**src/rtl/cmp_pin_pkg.sv**
```systemverilog
package cmp_pin_pkg;
  localparam int MODE_W = 2;

  typedef enum logic [MODE_W-1:0] {
    OCM_HOLD   = 2'b00,
    OCM_TOGGLE = 2'b01,
    OCM_CLEAR  = 2'b10,
    OCM_SET    = 2'b11
  } ocm_e;

  function automatic logic ocm_apply(input ocm_e mode, input logic cur);
    unique case (mode)
      OCM_TOGGLE: ocm_apply = ~cur;
      OCM_CLEAR:  ocm_apply = 1'b0;
      OCM_SET:    ocm_apply = 1'b1;
      default:    ocm_apply = cur;
    endcase
  endfunction
endpackage

```
**src/rtl/cmp_mode_regs.sv**
```systemverilog
module cmp_mode_regs
  import cmp_pin_pkg::*;
(
  input  logic              clk,
  input  logic              rst_n,
  input  logic              wr_en,
  input  logic [MODE_W-1:0] wr_data,
  input  logic              apply,
  output ocm_e              shadow,
  output ocm_e              active
);
  always_ff @(posedge clk) begin
    if (!rst_n) begin
      shadow <= OCM_HOLD;
      active <= OCM_HOLD;
    end else begin
      if (wr_en) shadow <= ocm_e'(wr_data);
      if (apply) active <= shadow;
    end
  end
endmodule

```
**src/rtl/cmp_oc_ff.sv**
```systemverilog
module cmp_oc_ff
  import cmp_pin_pkg::*;
(
  input  logic clk,
  input  logic rst_n,
  input  logic apply,
  input  ocm_e mode,
  output logic level
);
  logic level_nxt;

  always_comb begin
    level_nxt = level;
    if (apply) level_nxt = ocm_apply(mode, level);
  end

  always_ff @(posedge clk) begin
    if (!rst_n) level <= 1'b0;
    else        level <= level_nxt;
  end
endmodule

```
**src/rtl/cmp_pin_mux.sv**
```systemverilog
module cmp_pin_mux
  import cmp_pin_pkg::*;
(
  input  logic clk,
  input  logic rst_n,
  input  logic port_wr_en,
  input  logic port_wr_data,
  input  logic ddr_wr_en,
  input  logic ddr_wr_data,
  input  ocm_e active,
  input  logic oc_level,
  output logic pin_out,
  output logic pin_oe
);
  logic port_q;
  logic ddr_q;
  logic override;

  always_ff @(posedge clk) begin
    if (!rst_n) begin
      port_q <= 1'b0;
      ddr_q  <= 1'b0;
    end else begin
      if (port_wr_en) port_q <= port_wr_data;
      if (ddr_wr_en)  ddr_q  <= ddr_wr_data;
    end
  end

  always_comb begin
    override = |active;
    pin_out  = override ? oc_level : port_q;
    pin_oe   = ddr_q;
  end
endmodule

```
**src/rtl/cmp_pin_unit.sv**
```systemverilog
module cmp_pin_unit
  import cmp_pin_pkg::*;
(
  input  logic              clk,
  input  logic              rst_n,
  input  logic              mode_wr_en,
  input  logic [MODE_W-1:0] mode_wr_data,
  input  logic              port_wr_en,
  input  logic              port_wr_data,
  input  logic              ddr_wr_en,
  input  logic              ddr_wr_data,
  input  logic              match_i,
  input  logic              force_i,
  output logic              oc_level,
  output logic              pin_out,
  output logic              pin_oe
);
  ocm_e shadow_mode;
  ocm_e act_mode;
  logic apply_evt;

  // One application per cycle, whether match, force or both.
  assign apply_evt = match_i | force_i;

  cmp_mode_regs u_modes (
    .clk     (clk),
    .rst_n   (rst_n),
    .wr_en   (mode_wr_en),
    .wr_data (mode_wr_data),
    .apply   (apply_evt),
    .shadow  (shadow_mode),
    .active  (act_mode)
  );

  // The action uses the value being copied in, i.e. the shadow.
  cmp_oc_ff u_ocff (
    .clk   (clk),
    .rst_n (rst_n),
    .apply (apply_evt),
    .mode  (shadow_mode),
    .level (oc_level)
  );

  cmp_pin_mux u_mux (
    .clk          (clk),
    .rst_n        (rst_n),
    .port_wr_en   (port_wr_en),
    .port_wr_data (port_wr_data),
    .ddr_wr_en    (ddr_wr_en),
    .ddr_wr_data  (ddr_wr_data),
    .active       (act_mode),
    .oc_level     (oc_level),
    .pin_out      (pin_out),
    .pin_oe       (pin_oe)
  );
endmodule

```
**config.mk**
```make
export PLATFORM = sky130hd
export DESIGN_NAME = cmp_pin_unit
export DESIGN_NICKNAME = d
export VERILOG_FILES = /design/src/rtl/cmp_pin_pkg.sv /design/src/rtl/cmp_mode_regs.sv /design/src/rtl/cmp_oc_ff.sv /design/src/rtl/cmp_pin_mux.sv /design/src/rtl/cmp_pin_unit.sv
export SDC_FILE = /design/constraint.sdc
export NUM_CORES = 1
export LEC_CHECK = 0
export BUFFER_PORTS_ARGS = -buffer_cell sky130_fd_sc_hd__buf_2
export CAP_MARGIN = 20
export CORE_AREA = 2 2 39 41
export DETAILED_ROUTE_END_ITERATION = 16
export DIE_AREA = 0 0 41 43
export MAX_ROUTING_LAYER = met4
export PLACE_DENSITY = 0.42
export SYNTH_ARGS = -nofsm -noshare
export SYNTH_HDL_FRONTEND = slang
export SYNTH_HIERARCHICAL = 1
export SYNTH_SLANG_ARGS = --single-unit
export TNS_END_PERCENT = 10
```
**constraint.sdc**
```tcl
create_clock -name clk -period 1.1 [get_ports clk]
set_input_delay 0 -clock clk [delete_from_list [all_inputs] [get_ports clk]]
set_output_delay 0 -clock clk [all_outputs]
set_load 0.01 [all_outputs]
```
## Word-level counts from Yosys, hierarchy flattened

Cells that the tools add are included.

- Register bits: 7
- Latch bits: 0
- Memory bits (writable): 0
- Memory bits (read-only): 0
- Output and inout port bits: 3
- Logic and storage cells: 15
- Memories kept: 0

- Add/sub/neg operators: 0
- $mul: 0
- Divide/modulo/power cells: 0
- $lt $le $gt $ge: 0
- Equal/unequal tests: 3
- Shifts and indexed selects: 0
- Mux-type cells: 2
- Bitwise logic cells: 2
- Reduce and logical (&&, ||, !) cells: 3

Operators with widths:

| cell | count |
|---|---|
| 2-bit equality test (second input constant) | 2 |
| 1-bit case mux with 3 select lines | 1 |
| 3-bit nonzero test | 1 |
| 2-bit by 1-bit equality test with 1-bit output (second input constant) | 1 |
| 2-bit AND reduction | 1 |
| 2-bit OR reduction | 1 |
| 1-bit two-way mux | 1 |
| 1-bit NOT | 1 |
| 1-bit bitwise OR | 1 |

## Longest topological paths before layout

Gate-level depths: netlist of the first run.

- Depth after elaboration: 3
- Gate-level depth with buffers: 3
- Gate-level depth less buffers: 3

## Cells and area by module

The synthesis of the first run kept the hierarchy.

Modules (own cells, without submodules):

| module | instances | cells an instance | area each (sq um) |
|---|---|---|---|
| cmp_mode_regs | 1 | 12 | 145.1 |
| cmp_pin_mux | 1 | 8 | 87.6 |
| cmp_oc_ff | 1 | 6 | 51.3 |
| cmp_pin_unit | 1 | 1 | 6.3 |

## Worst setup path before layout of the first run

Ideal clock, no wire load.

- Path kind: register -> register
- From: register u_ocff.level
- To: register u_ocff.level
- Setup time: 121 ps
- Arrival time: 652 ps
- Data required time: 979 ps
- Path slack: 327 ps
- Stages on the path, launching flop included: 3
- Buffers on the path: 0
- Clock period less this slack: 773 ps
- Cells stage by stage: dfxtp_1 -> mux2i_1 -> o22ai_1

- Word-level cells in the longest chain between the ends: 2

RTL lines:

| element | line | text |
|---|---|---|
| start: declaration | cmp_oc_ff.sv:8 | `output logic level` |
| start signal: assignment | cmp_oc_ff.sv:19 | `else level <= level_nxt;` |
| 1-bit NOT | cmp_pin_pkg.sv:13 | `OCM_TOGGLE: ocm_apply = ~cur;` |
| 1-bit case mux with 3 select lines | cmp_pin_pkg.sv:12 | `unique case (mode)` |

Every way passes these cells.
A chain may end at the register's enable or synchronous reset.

## Worst setup path in the final report of the first run

- From: register u_modes.active[0]
- To: output port pin_out

- Word-level cells in the longest chain between the ends: 2

RTL lines:

| element | line | text |
|---|---|---|
| start: declaration | cmp_mode_regs.sv:10 | `output ocm_e active` |
| start signal: assignment | cmp_mode_regs.sv:18 | `if (apply) active <= shadow;` |
| 2-bit OR reduction | cmp_pin_mux.sv:30 | `override = \|active;` |
| 1-bit two-way mux | cmp_pin_mux.sv:31 | `pin_out = override ? oc_level : port_q;` |
| end: declaration | cmp_pin_unit.sv:15 | `output logic pin_out,` |

Every way passes these cells.

==> reports/metrics.cfg, run 1 <==
[synthesis]
synth_warnings=6
synth-edff-count=0
ys_ff_latch=7
synthesis.instances=27
synthDominantCellAreaShare_pct=48.3
syn_nets=38
synth.avg_cell_area_um2=10.8
async_reset_ff_share_pct=0
synth_commonest_cells=dfxtp_1, mux2i_1, nor2b_1
synth.area.top_cells=dfxtp_1, mux2i_1, nor2b_1, mux2_1, nand2_1
yosysUniqueCellTypes=9
synth_area_leader_cell=dfxtp_1
synth_area_um2=290
synth_flop_cell=dfxtp_1
seq_area_frac_synth_pct=48.3

[route]
drt-total-wl_um=559
vias=243
firstDrtPassIters=1
drtIter0Drc=0
drt-vias-per-instance=4.05
post_drt_wl_per_cell_um=9.32
drc_errors=0
final_antenna_net_count=0

[placed_design]
io_buffers=13
gp_congestion=0.654
dp_worst_setup_slack_ns=0.197
placed_cell_area_um2=375

[worst_hold_path]
holdCritPathClass=in2reg
holdPathStages=3

[worst_setup_path]
rr_worst_depth=2
max_stage_delay_ns=0.33
end_kind=primary output
cp_cell_sequence=nor2_4 -> mux2_4 -> buf_6
critPathArrivalTime_ns=1.10
cp.depth=3
cp-start-kind=flip-flop
crit_family=flip-flops
crit_fanout=2
crit_buf_inv=1
critPathSlowestCell=dfxtp_2
critical_path_class=reg2out
required_ns=1.10

[final_layout]
antennaDiodeCount=0
drive_above_1_share_pct=43.2
syn_to_final_growth_pct=44.8
nets=56
design_area_um2=420

[grt]
antenna_found_initial=0
grt_pass1_wl_um=924
grt_max_degree=9
grt_usage_pct=8.58
grt_pass1_vias=236
grt_overflow=0

[clocking]
cts_inserted_buffers=3
cts_root_buf=clkbuf_4
clk_latency_ns=0.24
cts_tree=yes
postCtsSetupRepairBufs=0
clk_pin_slew_ns=0.05
cts_buffer_depth=2
ctsHoldBuffers=0
cts_sinks=7
h-tree-depth=1

[die]
dieWidth_um=41
rows=14
dieArea_um2=1760
core_um2=1380
initial_core_util_pct=21.0
pin_count=14
die_y_um=43

[pwr]
internal_power_mw=0.455
p_per_area_nw_per_um2=1380
pwr-share-comb_pct=13.4
seqPwrFrac_pct=48.3
vdd_drop_max_uv=835
power.switching_mw=0.127
swShare_pct=21.9
pwr-share-clk_pct=38.3
p_leak_nw=0.201

[timing]
finClkSkew_ns=0.00238
rsz0062_at_grt=yes
worst_pin_slew_ns=0.148
finalCritPeriodShare_pct=100
finalSetupViolCount=1
max_slew_margin_pct=89.9
timing.fmax_mhz=909
drv_slew=0
hold_violations=0
setup_ws_ns=-0.000149
period_minus_slack_ns=1.10
timing.hold.ws_ns=0.0223

[run_status]
status=finished, violations left
violations=setup timing

[run]
cap_violations=0

[logic make-up after synthesis]
logic type,synth area share [%]
mux,28.0
simple gates,19.0
flops,48.3
compound gates,4.74
[placed cells by master, fill, tap and decap left out, types with 2 or more instances in the layout]
master	count
mux2i_1	7
dfxtp_1	6
nand2_1	2
nor2b_1	6
buf_2	12
clkbuf_4	3
[state kept, by name, summed over array words and instances, names as in the netlist]
name / flops
u_mux/pin_oe: 1
u_modes/shadow: 2
u_mux/port_q: 1
u_modes/active: 2
u_ocff/level: 1
[tightest hold or removal path: cells and delay by family]
kind / cells / cell delay (ns)
simple gates: 1 / 0.10
buf+inv: 1 / 0.07
mux: 1 / 0.06
[power by group through the flow]
stage	registers, mW	logic [mW]	clock network [mW]
final	0.281	0.0777	0.223
after global routing	0.282	0.0859	0.257
after CTS	0.279	0.0778	0.242
after detailed placement	0.284	0.0705	0
after global placement	0.283	0.0680	0
after floorplan	0.283	0.0364	0
[routing by layer]
metal	global-route usage [%]	wire, um	vias to the layer above
met3	7.85	39	0
li1	-	-	128
met2	11.6	280	8
met1	9.15	238	107
met5	-	0	-
met4	2.00	0	0
[worst paths after layout]
kind	from	end	slack, ns
min reg2reg	u_mux/pin_oe	u_mux/pin_oe	0.51
max reg2reg	u_ocff/level	u_ocff/level	0.33
min	ddr_wr_data	u_mux/pin_oe	0.02
max	u_modes/active[0]	pin_out	-0.0001
[per-stage QoR]
| step | util, % | total power [mW] | instances | setup TNS [ns] |
|---|---|---|---|---|
| final | 30.4 | 0.582 | 60 | -0.000149 |
| after global placement | 27.1 | 0.351 | 56 | 0 |
| after floorplan | - | 0.320 | 27 | 0 |
| after CTS | 30.0 | 0.599 | 60 | -0.0311 |
| after detailed placement | 27.1 | 0.354 | 56 | 0 |
| after global routing | 30.4 | 0.625 | 60 | -0.0500 |
[final cells by class]
| type | count | area, um2 |
|---|---|---|
| flip-flops and latches | 7 | 141 |
| fillers | 155 | 963 |
| well taps | 16 | 20.0 |
| clock buffers | 4 | 26.3 |
| repair buffers | 13 | 71.3 |
| multi-input cells | 20 | 161 |
[timing repair]
| item | 4_1_cts | 5_1_grt |
|---|---|---|
| cloned | 0 | 0 |
| pin swaps | 1 | 0 |
| setup endpoints to repair | 1 | 1 |
| gates resized for setup | 4 | 1 |
(Power assumes the default switching activity.)
==> run 2, diff against run 1 <==
--- a/config.mk
+++ b/config.mk
@@ -8,10 +8,12 @@
 export BUFFER_PORTS_ARGS = -buffer_cell sky130_fd_sc_hd__buf_2
 export CAP_MARGIN = 20
 export CORE_AREA = 2 2 39 41
+export CTS_BUF_LIST = sky130_fd_sc_hd__clkbuf_8
 export DETAILED_ROUTE_END_ITERATION = 16
 export DIE_AREA = 0 0 41 43
 export MAX_ROUTING_LAYER = met4
 export PLACE_DENSITY = 0.42
+export SKIP_LAST_GASP = 1
 export SYNTH_ARGS = -nofsm -noshare
 export SYNTH_HDL_FRONTEND = slang
 export SYNTH_HIERARCHICAL = 1
==> reports/metrics.cfg, run 2 (synthesis results as in run 1) <==
[run_status]
status=finished clean  ; was finished, violations left

[pwr]
vdd_drop_max_uv=1050  ; was 835 uV
p_leak_nw=0.213  ; was 0.201 nW
p_per_area_nw_per_um2=1610  ; was 1380 nW/um2

[final_layout]
design_area_um2=440  ; was 420 um2
final_common_cell=buf_2  ; unchanged
syn_to_final_growth_pct=51.7  ; was 44.8%
drive_above_1_share_pct=45.5  ; was 43.2%
mostFrequentLayoutCells=buf_2, mux2i_1, nor2b_1  ; was buf_2, mux2i_1, nor2b_1, dfxtp_1, clkbuf_4
reg.largest.list=u_modes/active (2), u_modes/shadow (2)  ; unchanged
antennaDiodeCount=0  ; unchanged
nets=56  ; unchanged

[worst_setup_path]
end_kind=primary output  ; unchanged
critical_path_class=reg2out  ; unchanged
critPathSlowestCell=dfxtp_2  ; unchanged
crit_fanout=2  ; unchanged
max_stage_delay_ns=0.33  ; about the same
required_ns=1.10  ; about the same
critPathArrivalTime_ns=1.08  ; was 1.10 ns
cp-start-kind=flip-flop  ; unchanged
rr_worst_depth=2  ; unchanged
cp_cell_sequence=nor2_4 -> mux2_4 -> buf_6  ; unchanged

[die]
rows=14  ; unchanged
dieArea_um2=1760  ; unchanged
core_um2=1380  ; unchanged
die_y_um=43  ; unchanged
dieWidth_um=41  ; unchanged
pin_count=14  ; unchanged
initial_core_util_pct=21.0  ; unchanged

[route]
vias=242  ; was 243
final_antenna_net_count=0  ; unchanged
drc_errors=0  ; unchanged
firstDrtPassIters=1  ; unchanged
post_drt_wl_per_cell_um=10.3  ; was 9.32 um
drt-total-wl_um=620  ; was 559 um
drtIter0Drc=0  ; unchanged
drt-vias-per-instance=4.03  ; was 4.05

[timing]
drv_slew=0  ; unchanged
timing.fmax_mhz=925  ; was 909 MHz
rsz0062_at_grt=yes  ; unchanged
max_slew_margin_pct=89.6  ; was 89.9%
finalCritPeriodShare_pct=98.3  ; was 100%
period_minus_slack_ns=1.08  ; was 1.10 ns
worst_pin_slew_ns=0.152  ; was 0.148 ns
timing.hold.ws_ns=0.0434  ; was 0.0223 ns
finalSetupViolCount=0  ; was 1
finClkSkew_ns=0.00273  ; was 0.00238 ns
hold_violations=0  ; unchanged

[worst_hold_path]
holdCritPathClass=in2reg  ; unchanged
holdPathStages=3  ; unchanged

[grt]
grt_overflow=0  ; unchanged
grt_max_degree=9  ; unchanged
antenna_found_initial=0  ; unchanged
grt_usage_pct=9.19  ; was 8.58%
grt_pass1_vias=241  ; was 236
grt_pass1_wl_um=993  ; was 924 um

[run]
cap_violations=0  ; unchanged

[clocking]
h-tree-depth=1  ; unchanged
clk_pin_slew_ns=0.04  ; was 0.05 ns
cts_root_buf=clkbuf_8  ; was clkbuf_4
cts_sinks=7  ; unchanged
cts_tree=yes  ; unchanged
clk_latency_ns=0.22  ; was 0.24 ns
cts_inserted_buffers=3  ; unchanged
ctsHoldBuffers=0  ; unchanged
cts_buffer_depth=2  ; unchanged

[placed_design]
gp_congestion=0.654  ; unchanged
placed_cell_area_um2=375  ; unchanged
io_buffers=13  ; unchanged

## run 2: routing by layer
metal / GRT usage [%] / routed length, um / vias up
met5: - / 0 / -
met3: 7.85 / 39 / 0
li1: - / - / 127
met4: 2.00 / 0 / 0
met1: 9.45 / 255 / 107
met2: 13.1 / 325 / 8
## run 2: area by class of cell
type                       count  area, um2
tap                           16       20.0
timing repair buffer          13       71.3
multi-input combinational     20        161
clock inverter                 1       3.75
fill                         164        943
sequential                     7        143
clock buffer                   3       41.3
## run 2: what timing repair did
action / CTS / global route
buffers inserted: 0 / 0
endpoints found under the hold margin: 0 / 0
pin swaps: 1 / 1
setup endpoints to repair: 1 / 1
resized for setup: 5 / 1
## run 2: final timing paths
check,from,endpoint,slack [ns]
worst min register to register,u_ocff/level,u_ocff/level,0.51
worst max register to register,u_ocff/level,u_ocff/level,0.34
worst min-delay path,ddr_wr_data,u_mux/pin_oe,0.04
worst max-delay path,u_modes/active[1],pin_out,0.02
## run 2: metrics by stage
| step | setup slack (ns) | power [mW] | util [%] | setup TNS [ns] | cells |
|---|---|---|---|---|---|
| after floorplan | 0.327 | 0.320 | - | 0 | 27 |
| after global placement | 0.255 | 0.351 | 27.1 | 0 | 56 |
| after detailed placement | 0.197 | 0.354 | 27.1 | 0 | 56 |
| after CTS | 0.00104 | 0.720 | 31.5 | 0 | 60 |
| after global routing | -0.0150 | 0.752 | 31.8 | -0.0150 | 60 |
| final | 0.0188 | 0.709 | 31.8 | 0 | 60 |
## run 2: power by group
part,internal (mW),switching [mW],leakage (nW)
Sequential,0.270,0.0131,0.0584
Clock,0.241,0.107,0.0269
Combinational,0.0481,0.0301,0.128
Total,0.559,0.150,0.213
## run 2: critical path: cells and delay by family, from the launching register on
| kind | cells | cell delay, ns |
|---|---|---|
| AND/OR/NAND/NOR | 1 | 0.10 |
| multiplexers | 1 | 0.30 |
| buffers and inverters | 1 | 0.12 |
| flip-flops | 1 | 0.33 |
==> run 3, diff against run 2 <==
==> constraint.sdc (replaced) <==
create_clock -name clk -period 1.3 [get_ports clk]
set_input_delay 0 -clock clk [delete_from_list [all_inputs] [get_ports clk]]
set_output_delay 0 -clock clk [all_outputs]
set_load 0.01 [all_outputs]
==> reports/metrics.cfg, run 3 (synthesis results as in run 1) <==
[timing]
timing.fmax_mhz=887
max_slew_margin_pct=89.4  ; was 89.6%
period_minus_slack_ns=1.13
drv_slew=0  ; unchanged
rsz0062_at_grt=no  ; was yes
finalCritPeriodShare_pct=86.7
worst_pin_slew_ns=0.154  ; was 0.152 ns
hold_violations=0  ; unchanged
finClkSkew_ns=0.00248  ; was 0.00273 ns
setup_ws_ns=0.173  ; was 0.0188 ns
finalSetupViolCount=0  ; unchanged
finalSetupTns_ns=0  ; unchanged

[final_layout]
design_area_um2=420  ; was 440 um2
final_common_cell=buf_2  ; unchanged
nets=56  ; unchanged
mostFrequentLayoutCells=buf_2, mux2i_1, dfxtp_1  ; was buf_2, mux2i_1, nor2b_1
regArea_um2=140  ; was 143 um2
antennaDiodeCount=0  ; unchanged
syn_to_final_growth_pct=44.8  ; was 51.7%
multi_input_area_um2=150  ; was 161 um2
drive_above_1_share_pct=36.4  ; was 45.5%
n_fill_cell=157  ; was 164
reg.largest.list=u_modes/active (2), u_modes/shadow (2)  ; unchanged

[clocking]
h-tree-depth=1  ; unchanged
cts_resized=0  ; was 5
cts_sinks=7  ; unchanged
cts_tree=yes  ; unchanged
postCtsSetupRepairBufs=0  ; unchanged
clk_pin_slew_ns=0.04  ; about the same
clk_latency_ns=0.22  ; about the same
ctsHoldBuffers=0  ; unchanged
cts_buffer_depth=2  ; unchanged
cts_root_buf=clkbuf_8  ; unchanged
cts_inserted_buffers=3  ; unchanged

[worst_setup_path]
cp_cell_sequence=nor2_1 -> mux2_1 -> buf_2  ; was nor2_4 -> mux2_4 -> buf_6
cp-start-kind=flip-flop  ; unchanged
reg2reg_setup_slack_ns=0.55  ; was 0.34 ns
crit_fanout=2  ; unchanged
rr_startpoint=u_ocff/level  ; unchanged
required_ns=1.30  ; was 1.10 ns
critical_path_class=reg2out  ; unchanged
crit_buf_inv=1  ; unchanged
critPathSlowestCell=mux2_1  ; was dfxtp_2
critPathArrivalTime_ns=1.13  ; was 1.08 ns
rr_worst_depth=2  ; unchanged
crit_family=multiplexers  ; was flip-flops
end_kind=primary output  ; unchanged
worstReg2RegEnd=u_ocff/level  ; unchanged
max_stage_delay_ns=0.33  ; about the same

[die]
core_um2=1380  ; unchanged
pin_count=14  ; unchanged
initial_core_util_pct=21.0  ; unchanged
dieArea_um2=1760  ; unchanged
rows=14  ; unchanged
die_y_um=43  ; unchanged
dieWidth_um=41  ; unchanged

[route]
firstDrtPassIters=4  ; was 1
routed.top_layer=met3  ; unchanged
final_antenna_net_count=0  ; unchanged
wl_met1_um=245  ; was 255 um
drt-total-wl_um=588  ; was 620 um
drtIter0Drc=2  ; was 0
drc_errors=0  ; unchanged
vias=245  ; was 242
wl_met2_um=303  ; was 325 um
drt-vias-per-instance=4.08  ; was 4.03
routed-wl-met3_um=39  ; unchanged
post_drt_wl_per_cell_um=9.80  ; was 10.3 um

[placed_design]
io_buffers=13  ; unchanged
dp_worst_setup_slack_ns=0.397  ; was 0.197 ns
placed_cell_area_um2=375  ; unchanged
gp_congestion=0.654  ; unchanged

[grt]
grt_usage_pct=8.99  ; was 9.19%
antenna_found_initial=0  ; unchanged
grt_pass1_wl_um=966  ; was 993 um
grt_max_degree=9  ; unchanged
grt_overflow=0  ; unchanged
grt_pass1_vias=244  ; was 241

[worst_hold_path]
min_from=ddr_wr_data  ; unchanged
min_to=u_mux/pin_oe  ; unchanged
holdPathStages=3  ; unchanged
holdCritPathClass=in2reg  ; unchanged

[pwr]
p_per_area_nw_per_um2=1400  ; was 1610 nW/um2
p_leak_nw=0.206  ; was 0.213 nW
vdd_drop_max_uv=818  ; was 1050 uV

[run]
cap_violations=0  ; unchanged

[run_status]
status=finished clean  ; unchanged

[run 3: cell counts in the layout (fill, tap and decap cells not counted)]
No cell type changed its count.
[run 3: worst max-delay path by stage]
stage                            from           end  slack [ns]  depth (start not counted)
finish              u_modes/active[1]       pin_out        0.17                          3
global placement    u_modes/active[1]       pin_out        0.45                          3
CTS                 u_modes/active[1]       pin_out        0.15                          3
floorplan                u_ocff/level  u_ocff/level        0.53                          2
detailed placement  u_modes/active[1]       pin_out        0.40                          3
global route        u_modes/active[1]       pin_out        0.09                          3
[run 3: per-stage QoR]
step / power, mW / hold WS [ns] / cells / utilization, %
after global placement: 0.297 / 0.260 / 56 / 27.1
after detailed placement: 0.300 / 0.270 / 56 / 27.1
after global routing: 0.627 / 0.0564 / 60 / 30.4
after CTS: 0.602 / 0.0413 / 60 / 30.4
after floorplan: 0.271 / 0.128 / 27 / -
final: 0.589 / 0.0435 / 60 / 30.4
[run 3: final cells by class]
| class | count | share of cell area [%] |
|---|---|---|
| tap | 16 | 4.76 |
| clock buffer | 3 | 9.82 |
| timing repair buffer | 13 | 15.5 |
| multi-input combinational | 20 | 35.7 |
| clock inverter | 1 | 0.893 |
| sequential | 7 | 33.3 |
[run 3: power breakdown]
group	internal [mW]	leakage, nW	switching [mW]
combinational	0.0349	0.121	0.0243
clock	0.204	0.0269	0.0892
sequential	0.228	0.0575	0.00906
[run 3: worst min-delay path, stage by stage]
cell	delay (ns)
buf_2	0.07
mux2i_1	0.06
nor2b_1	0.10
[run 3: routing by layer]
layer  track usage (%)  vias up
li1                  -      127
met1              8.79      110
met2              13.1        8
met3              7.85        0
met4              2.00        0
met5                 -        -
